[src/rtl/pwm_evt_pkg.sv]
package pwm_evt_pkg;
  localparam int NUM_EVT  = 6;
  localparam int TRIG_LSB = 8;

  typedef enum int unsigned {
    EV_ZERO = 0,
    EV_LOAD = 1,
    EV_AUP  = 2,
    EV_ADN  = 3,
    EV_BUP  = 4,
    EV_BDN  = 5
  } evt_idx_e;

  typedef logic [NUM_EVT-1:0] evt_vec_t;
endpackage

[src/rtl/pwm_evt_detect.sv]
module pwm_evt_detect
  import pwm_evt_pkg::*;
#(
  parameter int CNT_W = 16
) (
  input  logic             clk,
  input  logic             rst_n,
  input  logic [CNT_W-1:0] cnt_val,
  input  logic             cnt_down,
  input  logic [CNT_W-1:0] load_val,
  input  logic [CNT_W-1:0] cmp_a,
  input  logic [CNT_W-1:0] cmp_b,
  output evt_vec_t         evt_new
);
  localparam int NUM_CMP = 2;

  evt_vec_t cond_c;
  evt_vec_t cond_q, cond_d;
  logic     started_q, started_d;
  logic [CNT_W-1:0] cmp_val [NUM_CMP];

  assign cmp_val[0] = cmp_a;
  assign cmp_val[1] = cmp_b;

  assign cond_c[EV_ZERO] = (cnt_val == '0);
  assign cond_c[EV_LOAD] = (cnt_val == load_val);

  for (genvar g = 0; g < NUM_CMP; g++) begin : g_cmp
    logic hit;
    assign hit                    = (cnt_val == cmp_val[g]);
    assign cond_c[EV_AUP + 2*g]   = hit && !cnt_down;
    assign cond_c[EV_ADN + 2*g]   = hit &&  cnt_down;
  end

  assign evt_new = cond_c & ~cond_q;

  always_comb begin
    cond_d    = cond_c;
    started_d = 1'b1;
  end

  always_ff @(posedge clk or negedge rst_n) begin
    if (!rst_n) begin
      cond_q    <= '0;
      started_q <= 1'b0;
    end else begin
      cond_q    <= cond_d;
      started_q <= started_d;
    end
  end

  // inputs unchanged since last edge -> no new event
  a_r7_quiet_when_held: assert property (@(posedge clk) disable iff (!rst_n)
    (started_q && $stable(cnt_val) && $stable(cnt_down) && $stable(load_val) &&
     $stable(cmp_a) && $stable(cmp_b)) |-> (evt_new == '0));
endmodule

[src/rtl/pwm_evt_regs.sv]
module pwm_evt_regs
  import pwm_evt_pkg::*;
#(
  parameter int REG_W = 32
) (
  input  logic             clk,
  input  logic             rst_n,
  input  logic             wr_en,
  input  logic             wr_sel,
  input  logic [REG_W-1:0] wr_data,
  input  logic             rd_sel,
  input  evt_vec_t         evt_new,
  output evt_vec_t         int_en,
  output evt_vec_t         trig_en,
  output evt_vec_t         sts,
  output logic [REG_W-1:0] rd_data
);
  localparam logic [REG_W-1:0] FIELD_ONES = (REG_W'(1) << NUM_EVT) - REG_W'(1);
  localparam logic [REG_W-1:0] EN_MASK    = FIELD_ONES | (FIELD_ONES << TRIG_LSB);

  logic [REG_W-1:0] en_q, en_d;
  evt_vec_t         sts_q, sts_d;
  logic             en_we, clr_we;
  evt_vec_t         clr_bits;

  assign en_we    = wr_en && !wr_sel;
  assign clr_we   = wr_en &&  wr_sel;
  assign clr_bits = clr_we ? wr_data[NUM_EVT-1:0] : '0;

  always_comb begin
    en_d = en_q;
    if (en_we) en_d = wr_data & EN_MASK;
  end

  always_comb begin
    sts_d = (sts_q & ~clr_bits) | (evt_new & int_en);
  end

  always_ff @(posedge clk or negedge rst_n) begin
    if (!rst_n) begin
      en_q  <= '0;
      sts_q <= '0;
    end else begin
      en_q  <= en_d;
      sts_q <= sts_d;
    end
  end

  assign int_en  = en_q[NUM_EVT-1:0];
  assign trig_en = en_q[TRIG_LSB +: NUM_EVT];
  assign sts     = sts_q;

  always_comb begin
    if (rd_sel) rd_data = REG_W'(sts_q);
    else        rd_data = en_q;
  end

  // reserved enable bits stay zero
  a_r5_rsvd_zero: assert property (@(posedge clk) disable iff (!rst_n)
    (en_q & ~EN_MASK) == '0);

  // without a clear, no status bit falls
  a_r8_sticky: assert property (@(posedge clk) disable iff (!rst_n)
    !clr_we |=> ((sts_q & $past(sts_q)) == $past(sts_q)));

  // a clear with no colliding event empties the chosen bits
  a_r8_clear_takes: assert property (@(posedge clk) disable iff (!rst_n)
    (clr_we && evt_new == '0) |=> ((sts_q & $past(wr_data[NUM_EVT-1:0])) == '0));
endmodule

[src/rtl/pwm_evt_trig.sv]
module pwm_evt_trig
  import pwm_evt_pkg::*;
(
  input  logic     clk,
  input  logic     rst_n,
  input  evt_vec_t evt_new,
  input  evt_vec_t trig_en,
  output logic     trig_o
);
  logic trig_q, trig_d;

  always_comb begin
    trig_d = |(evt_new & trig_en);
  end

  always_ff @(posedge clk or negedge rst_n) begin
    if (!rst_n) trig_q <= 1'b0;
    else        trig_q <= trig_d;
  end

  assign trig_o = trig_q;
endmodule

[src/rtl/pwm_evt_irq_trig.sv]
module pwm_evt_irq_trig
  import pwm_evt_pkg::*;
#(
  parameter int CNT_W = 16,
  parameter int REG_W = 32
) (
  input  logic               clk,
  input  logic               rst_n,
  input  logic [CNT_W-1:0]   cnt_val,
  input  logic               cnt_down,
  input  logic [CNT_W-1:0]   load_val,
  input  logic [CNT_W-1:0]   cmp_a,
  input  logic [CNT_W-1:0]   cmp_b,
  input  logic               wr_en,
  input  logic               wr_sel,
  input  logic [REG_W-1:0]   wr_data,
  input  logic               rd_sel,
  output logic [REG_W-1:0]   rd_data,
  output logic               trig_o,
  output logic [NUM_EVT-1:0] raw_sts,
  output logic               irq_o
);
  evt_vec_t evt_new, int_en, trig_en, sts;

  pwm_evt_detect #(.CNT_W(CNT_W)) u_detect (
    .clk(clk), .rst_n(rst_n), .cnt_val(cnt_val), .cnt_down(cnt_down),
    .load_val(load_val), .cmp_a(cmp_a), .cmp_b(cmp_b), .evt_new(evt_new)
  );

  pwm_evt_regs #(.REG_W(REG_W)) u_regs (
    .clk(clk), .rst_n(rst_n), .wr_en(wr_en), .wr_sel(wr_sel), .wr_data(wr_data),
    .rd_sel(rd_sel), .evt_new(evt_new), .int_en(int_en), .trig_en(trig_en),
    .sts(sts), .rd_data(rd_data)
  );

  pwm_evt_trig u_trig (
    .clk(clk), .rst_n(rst_n), .evt_new(evt_new), .trig_en(trig_en), .trig_o(trig_o)
  );

  assign raw_sts = sts;
  assign irq_o   = |sts;

  // a status bit may rise only if its interrupt enable was set
  a_r4_sts_needs_en: assert property (@(posedge clk) disable iff (!rst_n)
    (sts & ~$past(sts) & ~$past(int_en)) == '0);

  // a trigger pulse requires some trigger enable in the prior cycle
  a_r6_trig_needs_en: assert property (@(posedge clk) disable iff (!rst_n)
    trig_o |-> ($past(trig_en) != '0));
endmodule

[config.mk]
export PLATFORM = sky130hd
export DESIGN_NAME = pwm_evt_irq_trig
export DESIGN_NICKNAME = d
export VERILOG_FILES = /design/src/rtl/pwm_evt_pkg.sv /design/src/rtl/pwm_evt_detect.sv /design/src/rtl/pwm_evt_regs.sv /design/src/rtl/pwm_evt_trig.sv /design/src/rtl/pwm_evt_irq_trig.sv
export SDC_FILE = /design/constraint.sdc
export NUM_CORES = 1
export LEC_CHECK = 0
export BUFFER_PORTS_ARGS = -buffer_cell sky130_fd_sc_hd__buf_2
export CORE_MARGIN = 2
export CORE_UTILIZATION = 36
export DETAILED_ROUTE_END_ITERATION = 16
export PLACE_DENSITY = 0.78
export SYNTH_ARGS = -nofsm -noshare
export SYNTH_HDL_FRONTEND = slang
export SYNTH_SLANG_ARGS = --single-unit
[constraint.sdc]
create_clock -name clk -period 0.97 [get_ports clk]
set_input_delay 0.1455 -clock clk [delete_from_list [all_inputs] [get_ports clk]]
set_output_delay 0.1455 -clock clk [all_outputs]
set_load 0.01 [all_outputs]
## Word level (Yosys, flattened, before mapping)

Index checks and enable logic that the tools add are counted.

- Register bits after elaboration: 25
- Output and inout port bits: 40

- Eq/ne operators: 3
- Mux-type cells: 2
- Bitwise operators: 7
- Reduce and logical (&&, ||, !) cells: 11

Operators by type and width:

| kind | count |
|---|---|
| 16-bit == test | 3 |
| 6-bit bitwise AND | 4 |
| 16-bit zero test | 1 |
| 14-bit two-way mux | 1 |
| 6-bit inverter | 2 |
| 6-bit OR reduction | 2 |
| 1-bit logical AND | 6 |
| 6-bit two-way mux | 1 |
| 6-bit bitwise OR | 1 |
| 1-bit zero test | 2 |

## Depth between registers and ports, before layout

Gate-level depths: netlist of the first run.

- Word-level depth: 5
- Depth in mapped cells: 5
- Depth with buffers taken out: 5

## Cells and area by module

From an unflattened synthesis of the first run, not the netlist that was laid out.

- Cells, all modules: 171
- Area, all modules: 1,825.5 µm²

Modules (own cells, without submodules):

| module | instances | cells each | area an instance (µm²) | seq. area each (µm²) |
|---|---|---|---|---|
| pwm_evt_regs | 1 | 78 | 1,003.5 | 450.4 |
| pwm_evt_detect | 1 | 85 | 755.7 | 150.1 |
| pwm_evt_trig | 1 | 5 | 52.6 | 25.0 |
| pwm_evt_irq_trig | 1 | 3 | 13.8 | 0.0 |

## Worst setup path before layout of the first run

OpenSTA, ideal clock, no wires.

- Path kind: input -> register
- From: input cnt_val[10]
- To: register u_trig.trig_q (netlist: u_trig.trig_o)
- Library setup time: 0.066 ns
- Arrival: 1.043 ns
- Data required time: 0.904 ns
- Setup slack: -0.139 ns
- Stages: 5
- Cells stage by stage: xor2_1 nor4_1 nand4_1 o32ai_2 a221o_1

- Longest elaborated chain between the ends: 5

RTL lines:

| element | line | source |
|---|---|---|
| from (decl) | pwm_evt_irq_trig.sv:9 | `input logic [CNT_W-1:0] cnt_val,` |
| 16-bit == test | pwm_evt_detect.sv:30 | `assign hit = (cnt_val == cmp_val[g]);` |
| 1-bit logical AND (on tied branches) | pwm_evt_detect.sv:31, pwm_evt_detect.sv:32 |  |
| 6-bit bitwise AND * | pwm_evt_detect.sv:35 | `assign evt_new = cond_c & ~cond_q;` |
| 6-bit bitwise AND * | pwm_evt_trig.sv:13 | `trig_d = \|(evt_new & trig_en);` |
| 6-bit OR reduction * | pwm_evt_trig.sv:13 |  |
| net u_trig.trig_d | pwm_evt_trig.sv:10 | `logic trig_q, trig_d;` |
| to (signal assigned) | pwm_evt_trig.sv:18 | `else trig_q <= trig_d;` |
| to (decl) | pwm_evt_trig.sv:10 |  |

The timed path passes the listed nets; every way through them passes the cells marked *.
A chain may end at the register's enable or synchronous reset.

## Final worst setup path of the first run

- From: register u_regs.sts_q[0] (netlist: u_regs.sts[0])
- To: output rd_data[0]

- Longest elaborated chain between the ends: 1

RTL lines:

| element | line | source |
|---|---|---|
| from (decl) | pwm_evt_regs.sv:22 | `evt_vec_t sts_q, sts_d;` |
| from (signal assigned) | pwm_evt_regs.sv:45 | `sts_q <= sts_d;` |
| 14-bit two-way mux | pwm_evt_regs.sv:54 | `if (rd_sel) rd_data = REG_W'(sts_q);` |
| to (decl) | pwm_evt_irq_trig.sv:18 | `output logic [REG_W-1:0] rd_data,` |

Every way passes these cells.

==> flow_metrics.env, run 1 <==
export IMPL_post_route_drc_count=0
export IMPL_final_max_slew_violation_count=0
export IMPL_wl_per_cell_um=16.2
export IMPL_worstPathArrival_ps=1180
export IMPL_rows=25
export IMPL_cts_sink_count=25
export IMPL_period_share_pct=137
export IMPL_leakagePower_nw=1.61
export IMPL_gr_usage_all_layers_pct=21.2
export IMPL_clock_tree_buffer_depth=2
export IMPL_route_final_wire_length_um=6250
export IMPL_max_cap_violations=0
export IMPL_worst_ep_required_time_ps=820
export IMPL_slowest_stage="sky130_fd_sc_hd__dfrtp_1"
export IMPL_rsz0062_at_grt="true"
export IMPL_cpLargestDelayFamily="flip-flops"
export IMPL_layout_common_cells="sky130_fd_sc_hd__buf_2 (68), sky130_fd_sc_hd__buf_6 (45), sky130_fd_sc_hd__xor2_1 (26), sky130_fd_sc_hd__dfrtp_1 (24), sky130_fd_sc_hd__conb_1 (20)"
export IMPL_cts_clk_slew_worst_paths_ps=90
export IMPL_power_mw=2.94
export IMPL_1st_pass_router_iterations=4
export IMPL_grt_start_max_net_pins=26
export IMPL_port_buffer_count=101
export IMPL_layout_filler_cells=343
export IMPL_finalClockSkew_ps=3.29
export IMPL_max_stage_delay_ps=410
export IMPL_report_final_hold_viol_count=0
export IMPL_synth_distinct_cells=24
export IMPL_layout_cell_area_non_filler_mm2=0.00324
export IMPL_cp_depth=3
export IMPL_critical_path_endpoint_type="output port"
export IMPL_insertion_delay_ps=260
export IMPL_layout_drive_gt1_share_pct=64.2
export IMPL_global_route_overflow_total=0
export IMPL_synth_avg_cell_area_um2=10.1
export IMPL_reg2reg_depth=3
export IMPL_dpl_cell_area_mm2=0.00248
export IMPL_postSynthRegisterBits=25
export IMPL_synthesis_area_mm2=0.00180
export IMPL_die_h_um=74.7
export IMPL_yosysWarningCount=0
export IMPL_pwrdens_mw_per_mm2=907
export IMPL_post_route_min_period_ps=1330
export IMPL_stdcell_count=385
export IMPL_post_synth_inst_count=178
export IMPL_die_x_um=74.7
export IMPL_antenna_diode_count=0
export IMPL_area_growth_from_synthesis_to_final_layout_pct=79.8
export IMPL_cp_num_buf_inv=2
export IMPL_grt_antenna_before_repair=0
export IMPL_path_max_fanout=2
export IMPL_crit_path_frequent_cell="sky130_fd_sc_hd__buf_6"
export IMPL_outcome="complete, but fails checks"
export IMPL_maxClockFrequency_mhz=753
export IMPL_route_antenna_remaining_nets=0
export IMPL_rr_endpoint="u_trig.trig_o"
export IMPL_drt_initial_drc_count=74
export IMPL_cts_inserted_buffers=3
export IMPL_via_count=1855
export IMPL_synth_yosys_seq_area_share_pct=34.8
export IMPL_setup_violations=32
export IMPL_final_common_cell="sky130_fd_sc_hd__buf_2"
export IMPL_dp_hpwl_um=4070
export IMPL_tritoncts="done"
export IMPL_timing_hold_worst_class="input pin to flop"
export IMPL_placeableCoreArea_mm2=0.00479
export IMPL_crit_path_cell_trace="buf_6 > mux2_4 > buf_6"
export IMPL_initial_standard_cell_utilization_of_the_core_pct=37.6
export IMPL_startpoint="u_regs.sts[0]"
export IMPL_regToRegSetupSlack_ps=-140
export IMPL_cts_root_buf="sky130_fd_sc_hd__clkbuf_8"
export IMPL_io_pins=142
export IMPL_post_place_cells=362
export IMPL_avgViaCountPerCell=4.82
export IMPL_violations="negative setup slack"
export IMPL_setup_worst_path_end="rd_data[0]"
export IMPL_grt_first_pass_wirelength_um=8870
export IMPL_path_class="flop to output port"
export IMPL_timing_rr_start="u_regs.en_q[13]"
export IMPL_design_die_area_mm2=0.00558
export IMPL_layout_nets=421
export IMPL_final_wtd_congestion=0.810
export IMPL_vdd_ir_drop_max_mv=0.557
export IMPL_grt_pass1_vias=1984
export IMPL_timing_critical_path_from_type="flop"
export IMPL_layout_setup_ws_ps=-358
export IMPL_hold_path_cell_count=3
export IMPL_cts_htree_levels=1
## registers in the layout (all words and copies together), names as in the netlist
signal           count
u_trig.trig_o        1
u_regs.sts           6
u_regs.en_q         12
u_detect.cond_q      6
## how the worst min path moves through the flow
stage                            from            endpoint  slack, ps
after floorplan                 rst_n  u_detect.cond_q[0]       -150
after global placement          rst_n     u_regs.en_q[10]        140
after detailed placement        rst_n     u_regs.en_q[10]        140
after CTS                  wr_data[9]      u_regs.en_q[9]         90
after global routing      wr_data[13]     u_regs.en_q[13]        100
final                      wr_data[9]      u_regs.en_q[9]        100
## repair_timing
item / CTS / global route
gates resized for setup: 85 / 41
hold buffers: 1 / 0
hold endpoints to repair: 25 / 0
pin swaps: 32 / 23
setup endpoints to repair: 29 / 33
buffers inserted: 12 / 9
## per-layer routing
metal	global-route usage (%)	part of all wire, %	routed length (um)
met5	0	0	0
met3	2.81	5.3	334
met1	23.6	37	2340
met4	8.53	2.5	155
met2	40.5	55	3420
## logic make-up after synthesis
family                 count (synthesis)  synth area share [%]
other                                  1                 0.208
buffers and inverters                 30                  10.5
multiplexers                          17                  10.6
AO/OA/AOI/OAI                         11                  6.12
XOR/XNOR                              48                  23.4
flip-flops                            25                  34.8
AND/OR/NAND/NOR                       46                  14.4
## worst reg2reg max path, stage by stage (launching register included)
cell and delay [ps]:
sky130_fd_sc_hd__dfrtp_1 400, sky130_fd_sc_hd__a32oi_1 230, sky130_fd_sc_hd__o32ai_2 120, sky130_fd_sc_hd__a221o_1 270
## synthesized netlist by cell type
library cell,n,area (um2)
sky130_fd_sc_hd__a221o_1,1,10.0
sky130_fd_sc_hd__a22o_1,2,17.5
sky130_fd_sc_hd__a32o_1,3,30.0
sky130_fd_sc_hd__a32o_2,2,22.5
sky130_fd_sc_hd__a32oi_1,1,8.76
sky130_fd_sc_hd__and2_1,3,18.8
sky130_fd_sc_hd__and4_1,1,8.76
sky130_fd_sc_hd__buf_1,2,7.51
sky130_fd_sc_hd__buf_2,1,5.00
sky130_fd_sc_hd__buf_4,20,150
sky130_fd_sc_hd__conb_1,1,3.75
sky130_fd_sc_hd__dfrtp_1,25,626
sky130_fd_sc_hd__inv_1,7,26.3
sky130_fd_sc_hd__mux2_2,17,191
sky130_fd_sc_hd__nand2_1,8,30.0
sky130_fd_sc_hd__nand4_1,6,37.5
sky130_fd_sc_hd__nor2_1,7,26.3
sky130_fd_sc_hd__nor2b_1,7,43.8
sky130_fd_sc_hd__nor4_1,13,81.3
sky130_fd_sc_hd__nor4_2,1,12.5
sky130_fd_sc_hd__o21ai_0,1,5.00
sky130_fd_sc_hd__o32ai_2,1,16.3
sky130_fd_sc_hd__xnor2_1,16,140
sky130_fd_sc_hd__xor2_1,32,280
## per-stage QoR
| stage | setup TNS, ps | hold WS, ps | utilization (%) | setup slack (ps) |
|---|---|---|---|---|
| 2_1_floorplan | -558 | -150 | - | -139 |
| 3_3_place_gp | -5620 | 143 | 51.9 | -531 |
| 3_5_place_dp | -6180 | 142 | 51.9 | -558 |
| 4_1_cts | -4540 | 89.7 | 62.8 | -346 |
| 5_1_grt | -6860 | 105 | 67.6 | -446 |
| 6_report | -5160 | 96.2 | 67.6 | -358 |
## report_power, final
part	leakage [nW]	internal [mW]	switching (mW)
clock network	0.0255	0.287	0.314
logic	1.26	0.660	0.509
registers	0.321	1.11	0.0517
## cell type report
| type | instances | area [um2] | share of cell area [%] |
|---|---|---|---|
| Clock inverter | 1 | 5.00 | 0.155 |
| Tap cell | 67 | 83.8 | 2.59 |
| Inverter | 7 | 26.3 | 0.812 |
| Timing Repair Buffer | 140 | 1110 | 34.5 |
| Clock buffer | 3 | 41.3 | 1.28 |
| Multi-Input combinational cell | 142 | 1340 | 41.3 |
| Sequential cell | 25 | 627 | 19.4 |
Power figures use the tool's default switching activity.
==> inputs of run 2 (changes only) <==
Settings changed: CTS_CLUSTER_DIAMETER set to 100, SYNTH_HIERARCHICAL set to 1.
==> flow_metrics.env, run 2 <==
export IMPL_outcome="complete, but fails checks"
export IMPL_violations="negative setup slack"
export IMPL_ys_dominant_reg_cell="sky130_fd_sc_hd__dfrtp_1"
export IMPL_multiplexer_share_of_the_synthesized_area_pct=13.2
export IMPL_synth_distinct_cells=22
export IMPL_rsz0062_at_grt="true"
export IMPL_gr_usage_all_layers_pct=21.2
export IMPL_route_final_wire_length_um=6240
export IMPL_initial_standard_cell_utilization_of_the_core_pct=37.9
export IMPL_path_class="flop to output port"
export IMPL_finalClockSkew_ps=1.13
export IMPL_antenna_diode_count=0
export IMPL_cts_inserted_buffers=3
export IMPL_area_growth_from_synthesis_to_final_layout_pct=80.3
export IMPL_timing_critical_path_from_type="flop"
export IMPL_worst_ep_required_time_ps=820
export IMPL_dp_hpwl_um=4260
export IMPL_period_share_pct=144
export IMPL_synth_edff_count=0
export IMPL_layout_drive_gt1_share_pct=64.3
export IMPL_rows=25
export IMPL_cts_root_buf="sky130_fd_sc_hd__clkbuf_8"
export IMPL_timing_hold_worst_class="input pin to flop"
export IMPL_cts_clk_slew_worst_paths_ps=80
export IMPL_post_synth_inst_count=171
export IMPL_final_wtd_congestion=0.862
export IMPL_layout_setup_ws_ps=-430
export IMPL_vdd_ir_drop_max_mv=0.623
export IMPL_combinational_family_with_the_most_area_after_synthesis="XOR/XNOR gates"
export IMPL_global_route_overflow_total=0
export IMPL_die_h_um=75.2
export IMPL_leakagePower_nw=1.65
export IMPL_maxClockFrequency_mhz=714
export IMPL_synthDominantAreaCellType="sky130_fd_sc_hd__dfrtp_1"
export IMPL_postSynthRegisterBits=25
export IMPL_min_delay_worst_endpoint="u_detect/cond_q[2]"
export IMPL_layout_common_cells="sky130_fd_sc_hd__buf_2 (74), sky130_fd_sc_hd__buf_4 (36), sky130_fd_sc_hd__buf_6 (32), sky130_fd_sc_hd__xor2_1 (30), sky130_fd_sc_hd__dfrtp_1 (25)"
export IMPL_pwrdens_mw_per_mm2=925
export IMPL_fin_worst_hold_slack_ps=74.0
export IMPL_critical_path_endpoint_type="output port"
export IMPL_route_antenna_remaining_nets=0
export IMPL_synthesis_area_mm2=0.00183
export IMPL_post_synth_main_area_contributors="sky130_fd_sc_hd__dfrtp_1 (34%), sky130_fd_sc_hd__xor2_1 (15%), sky130_fd_sc_hd__buf_4 (8.2%)"
export IMPL_grt_pass1_vias=1930
export IMPL_reg2reg_depth=4
export IMPL_grt_start_max_net_pins=26
export IMPL_final_common_cell="sky130_fd_sc_hd__buf_2"
export IMPL_stdcell_count=389
export IMPL_path_max_fanout=3
export IMPL_grt_first_pass_wirelength_um=8910
export IMPL_post_place_cells=365
export IMPL_io_pins=142
export IMPL_post_route_drc_count=0
export IMPL_max_cap_violations=0
export IMPL_synthXorXnorAreaFrac_pct=23.0
export IMPL_grt_antenna_before_repair=0
export IMPL_largest_register_ff_count=12
export IMPL_synth_yosys_seq_area_share_pct=34.3
export IMPL_cts_htree_levels=1
export IMPL_post_route_min_period_ps=1400
export IMPL_layout_filler_cells=346
export IMPL_timing_hold_worst_start="cnt_down"
export IMPL_yosysMostFrequentCell="sky130_fd_sc_hd__xor2_1"
export IMPL_drt_initial_drc_count=100
export IMPL_synth_avg_cell_area_um2=10.7
export IMPL_design_die_area_mm2=0.00566
export IMPL_rr_endpoint="u_trig/trig_o"
export IMPL_max_flop_register="u_regs/en_q"
export IMPL_synth_common_cells="sky130_fd_sc_hd__xor2_1 (32), sky130_fd_sc_hd__dfrtp_1 (25), sky130_fd_sc_hd__buf_4 (20)"
export IMPL_wl_per_cell_um=16.1
export IMPL_timing_rr_start="u_regs/en_q[12]"
export IMPL_die_x_um=75.2
export IMPL_via_count=1871
export IMPL_avgViaCountPerCell=4.81
export IMPL_netlist_area_leader_share_pct=34.3
export IMPL_regToRegSetupSlack_ps=-100
export IMPL_tritoncts="done"
export IMPL_insertion_delay_ps=270
export IMPL_totalNegativeSetupSlack_ps=-4920
export IMPL_final_max_slew_violation_count=0
export IMPL_worstPathArrival_ps=1250
export IMPL_layout_nets=425
export IMPL_synthSimpleGateAreaFrac_pct=15.4
export IMPL_yosysWarningCount=6
export IMPL_clock_tree_buffer_depth=2
export IMPL_post_synthesis_compound_gate_area_fraction_pct=4.11
export IMPL_adder_and_majority_gate_portion_of_the_synthesized_area_pct=0
export IMPL_placeableCoreArea_mm2=0.00482
export IMPL_port_buffer_count=101
export IMPL_cts_sink_count=25
export IMPL_async_flop_share_pct=100
export IMPL_setup_violations=31
export IMPL_report_final_hold_viol_count=0
export IMPL_hold_path_cell_count=2
export IMPL_1st_pass_router_iterations=4
## run 2: cell count changes in the layout (fill, tap and decap cells not counted), moves of 7 or more
cell	previous run	this run
sky130_fd_sc_hd__buf_4	19	36
sky130_fd_sc_hd__mux2_4	8	16
sky130_fd_sc_hd__nand3_1	0	7
sky130_fd_sc_hd__nand2_1	8	1
sky130_fd_sc_hd__buf_6	45	32
sky130_fd_sc_hd__mux2_2	9	2
## run 2: cell families after synthesis
group           after synthesis
compound gates                9
xor+xnor                     48
buf+inv                      23
flops                        25
mux                          18
other cells                   1
simple gates                 47
## run 2: worst max path at each step
| stage | start | endpoint | slack [ps] | depth (start not counted) |
|---|---|---|---|---|
| floorplan | cmp_b[9] | u_trig/trig_o | -180 | 6 |
| global placement | cnt_val[8] | u_trig/trig_o | -580 | 8 |
| detailed placement | cnt_val[3] | u_trig/trig_o | -690 | 7 |
| CTS | u_regs/sts[3] | irq_o | -330 | 3 |
| global route | u_regs/sts[2] | irq_o | -500 | 3 |
| finish | u_regs/sts[2] | irq_o | -430 | 3 |
## run 2: what timing repair did
item | 4_1_cts | 5_1_grt
gates resized for setup | 70 | 35
buffers inserted | 12 | 8
hold buffers | 1 | 0
setup endpoints to repair | 30 | 30
endpoints found under the hold margin | 25 | 0
pin swaps | 24 | 15
## run 2: critical path: stages, from the launching register on
cell	delay, ps
sky130_fd_sc_hd__dfrtp_1	420
sky130_fd_sc_hd__nor4_2	310
sky130_fd_sc_hd__nand2_1	110
sky130_fd_sc_hd__buf_2	150
## run 2: metal layers
layer / GRT usage (%) / vias to the layer above / part of all wire (%)
met2: 41.4 / 108 / 54
li1: - / 862 / -
met3: 2.68 / 10 / 6.2
met1: 23.5 / 891 / 38
met5: 0 / - / 0
met4: 7.02 / 0 / 1.3
## run 2: area by class of cell
cell class | instances | area [um2] | share of cell area [%]
multi-input combinational | 142 | 1410 | 42.8
timing repair buffer | 150 | 1130 | 34.2
sequential | 25 | 626 | 19.0
tap | 67 | 83.8 | 2.55
clock buffer | 4 | 45.0 | 1.37
inverter | 1 | 3.75 | 0.114
## run 2: where the power goes
| part | internal, mW | switching [mW] |
|---|---|---|
| Clock | 0.294 | 0.314 |
| Combinational | 0.740 | 0.534 |
| Sequential | 1.12 | 0.0480 |
| Total | 2.15 | 0.896 |
## run 2: stage by stage
step                      power, mW  worst slack [ps]  utilization (%)  instance area (um2)
after floorplan                1.66              -182                -                 1940
after global routing           3.19              -502             68.3                 3290
after CTS                      2.93              -331             63.8                 3080
after detailed placement       2.07              -692             53.9                 2600
final                          3.04              -430             68.3                 3290
after global placement         2.05              -580             53.9                 2600
==> inputs of run 3 (changes only) <==
Settings changed: CORE_UTILIZATION 36 to 40, PLACE_DENSITY 0.78 to 0.82.
Clock period 0.97 ns to 1.6 ns, I/O delays scaled along.
==> flow_metrics.env, run 3 (synthesis results as in run 2) <==
export IMPL_outcome="finished, final reports clean"
export IMPL_layout_nets=398
export IMPL_via_count=1691
export IMPL_power_clock_fraction_pct=22.9
export IMPL_switching_power_mw=0.448
export IMPL_cts_sink_count=25
export IMPL_route_antenna_remaining_nets=0
export IMPL_area_growth_from_synthesis_to_final_layout_pct=37.2
export IMPL_wl_per_cell_um=13.9
export IMPL_global_route_overflow_total=0
export IMPL_rsz0062_at_grt="false"
export IMPL_period_share_pct=94.8
export IMPL_final_wtd_congestion=0.795
export IMPL_rr_endpoint="u_trig/trig_o"
export IMPL_cts_root_buf="sky130_fd_sc_hd__clkbuf_8"
export IMPL_crit_path_cell_trace="buf_2 > xor2_1 > nor4_1 > buf_4 > nand4_1 > nor3_1 > a22oi_1 > nand3_1"
export IMPL_layout_cell_area_non_filler_mm2=0.00250
export IMPL_cp_num_buf_inv=2
export IMPL_leakagePower_nw=1.32
export IMPL_report_final_hold_viol_count=0
export IMPL_design_die_area_mm2=0.00512
export IMPL_port_buffer_count=101
export IMPL_cts_inserted_buffers=3
export IMPL_post_route_drc_count=0
export IMPL_dpl_cell_area_mm2=0.00245
export IMPL_power_mw=1.57
export IMPL_max_stage_delay_ps=320
export IMPL_cp_depth=8
export IMPL_antenna_diode_count=0
export IMPL_max_flop_register="u_regs/en_q"
export IMPL_cell_internal_pwr_mw=1.12
export IMPL_drt_initial_drc_count=117
export IMPL_rows=24
export IMPL_1st_pass_router_iterations=4
export IMPL_layout_drive_gt1_share_pct=49.2
export IMPL_layout_setup_ws_ps=83.2
export IMPL_max_cap_violations=0
export IMPL_gr_usage_all_layers_pct=18.5
export IMPL_worstMarginPinSlew_ps=548
export IMPL_reg2reg_depth=3
export IMPL_slowest_stage="sky130_fd_sc_hd__nor3_1"
export IMPL_critical_path_endpoint_type="flop"
export IMPL_placeableCoreArea_mm2=0.00438
export IMPL_timing_critical_path_from_type="input pin"
export IMPL_die_h_um=71.6
export IMPL_tritoncts="done"
export IMPL_max_slew_margin_rel_pct=63.4
export IMPL_cts_post_setup_buffers_inserted=0
export IMPL_cts_hold_buf=1
export IMPL_sw_frac_of_total_pct=28.5
export IMPL_path_max_fanout=3
export IMPL_worst_ep_required_time_ps=1800
export IMPL_pwrdens_mw_per_mm2=628
export IMPL_sequentialPowerShare_pct=45.5
export IMPL_final_max_slew_violation_count=0
export IMPL_vdd_ir_drop_max_mv=0.281
export IMPL_setup_worst_path_end="u_trig/trig_o"
export IMPL_initial_standard_cell_utilization_of_the_core_pct=41.6
export IMPL_insertion_delay_ps=260
export IMPL_timing_rr_start="u_detect/cond_q[3]"
export IMPL_cts_htree_levels=1
export IMPL_setup_violations=0
export IMPL_final_common_cell="sky130_fd_sc_hd__buf_2"
export IMPL_grt_first_pass_wirelength_um=7490
export IMPL_route_final_wire_length_um=4820
export IMPL_cts_repair_resized=0
export IMPL_die_x_um=71.6
export IMPL_post_route_min_period_ps=1520
export IMPL_grt_start_max_net_pins=26
export IMPL_layout_common_cells="sky130_fd_sc_hd__buf_2 (101), sky130_fd_sc_hd__xor2_1 (32), sky130_fd_sc_hd__dfrtp_1 (25), sky130_fd_sc_hd__buf_4 (21), sky130_fd_sc_hd__conb_1 (20)"
export IMPL_regToRegSetupSlack_ps=620
export IMPL_grt_pass1_vias=1699
export IMPL_largest_register_ff_count=12
export IMPL_timing_hold_worst_start="cnt_down"
export IMPL_startpoint="cnt_val[11]"
export IMPL_detailedPlace_worstSlack_ps=-126
export IMPL_io_pins=142
export IMPL_maxClockFrequency_mhz=659
export IMPL_layout_core_utilization_pct=57.1
export IMPL_grt_antenna_before_repair=0
export IMPL_worstPathArrival_ps=1720
export IMPL_finalClockSkew_ps=0.950
export IMPL_cpLargestDelayFamily="simple AND/OR/NAND/NOR gates"
export IMPL_timing_hold_worst_class="input pin to flop"
export IMPL_path_class="input pin to flop"
export IMPL_dp_hpwl_um=4090
export IMPL_cts_clk_slew_worst_paths_ps=80
export IMPL_avgViaCountPerCell=4.87
export IMPL_gate_power_share_pct=31.7
export IMPL_clock_tree_buffer_depth=2
-- run 3: worst min path at each step --
stage | endpoint | cells after the start | slack, ps
global placement | u_regs/sts[0] | 1 | 240
finish | u_detect/cond_q[4] | 2 | 180
floorplan | u_detect/cond_q[0] | 0 | -60
CTS | u_detect/cond_q[4] | 2 | 180
detailed placement | u_regs/sts[0] | 1 | 250
global route | u_detect/cond_q[4] | 2 | 180
-- run 3: stage by stage --
step / setup TNS, ps / hold WS (ps) / std cells
floorplan: 0 / -55.6 / 190
global placement: -159 / 242 / 342
detailed placement: -358 / 254 / 342
CTS: 0 / 178 / 347
global route: 0 / 180 / 347
finish: 0 / 181 / 347
-- run 3: power by group through the flow --
stage | clock, mW | sequential (mW) | combinational (mW)
2_1_floorplan | 0 | 0.712 | 0.289
3_3_place_gp | 0 | 0.723 | 0.482
3_5_place_dp | 0 | 0.727 | 0.493
4_1_cts | 0.370 | 0.715 | 0.497
5_1_grt | 0.410 | 0.721 | 0.538
6_report | 0.359 | 0.714 | 0.498
-- run 3: cell type report --
class                           instances  area [um2]
Fill cell                             383        1880
Multi-Input combinational cell        142        1090
Timing Repair Buffer                  123         673
Sequential cell                        25         626
Tap cell                               52        65.1
Clock buffer                            4        45.0
Inverter                                1        3.75
-- run 3: worst reg2reg max path, cell delays in order (launching register included) --
cell and delay [ps]:
sky130_fd_sc_hd__dfrtp_1 380, sky130_fd_sc_hd__nor3_1 310, sky130_fd_sc_hd__a22oi_1 140, sky130_fd_sc_hd__nand3_1 100
-- run 3: layer usage --
layer	vias to the layer above	global-route usage (%)	part of all wire, %
met5	-	0	0
li1	812	-	-
met1	760	21.4	38
met4	0	6.08	2.5
met2	107	35.0	52
met3	12	2.39	7.4
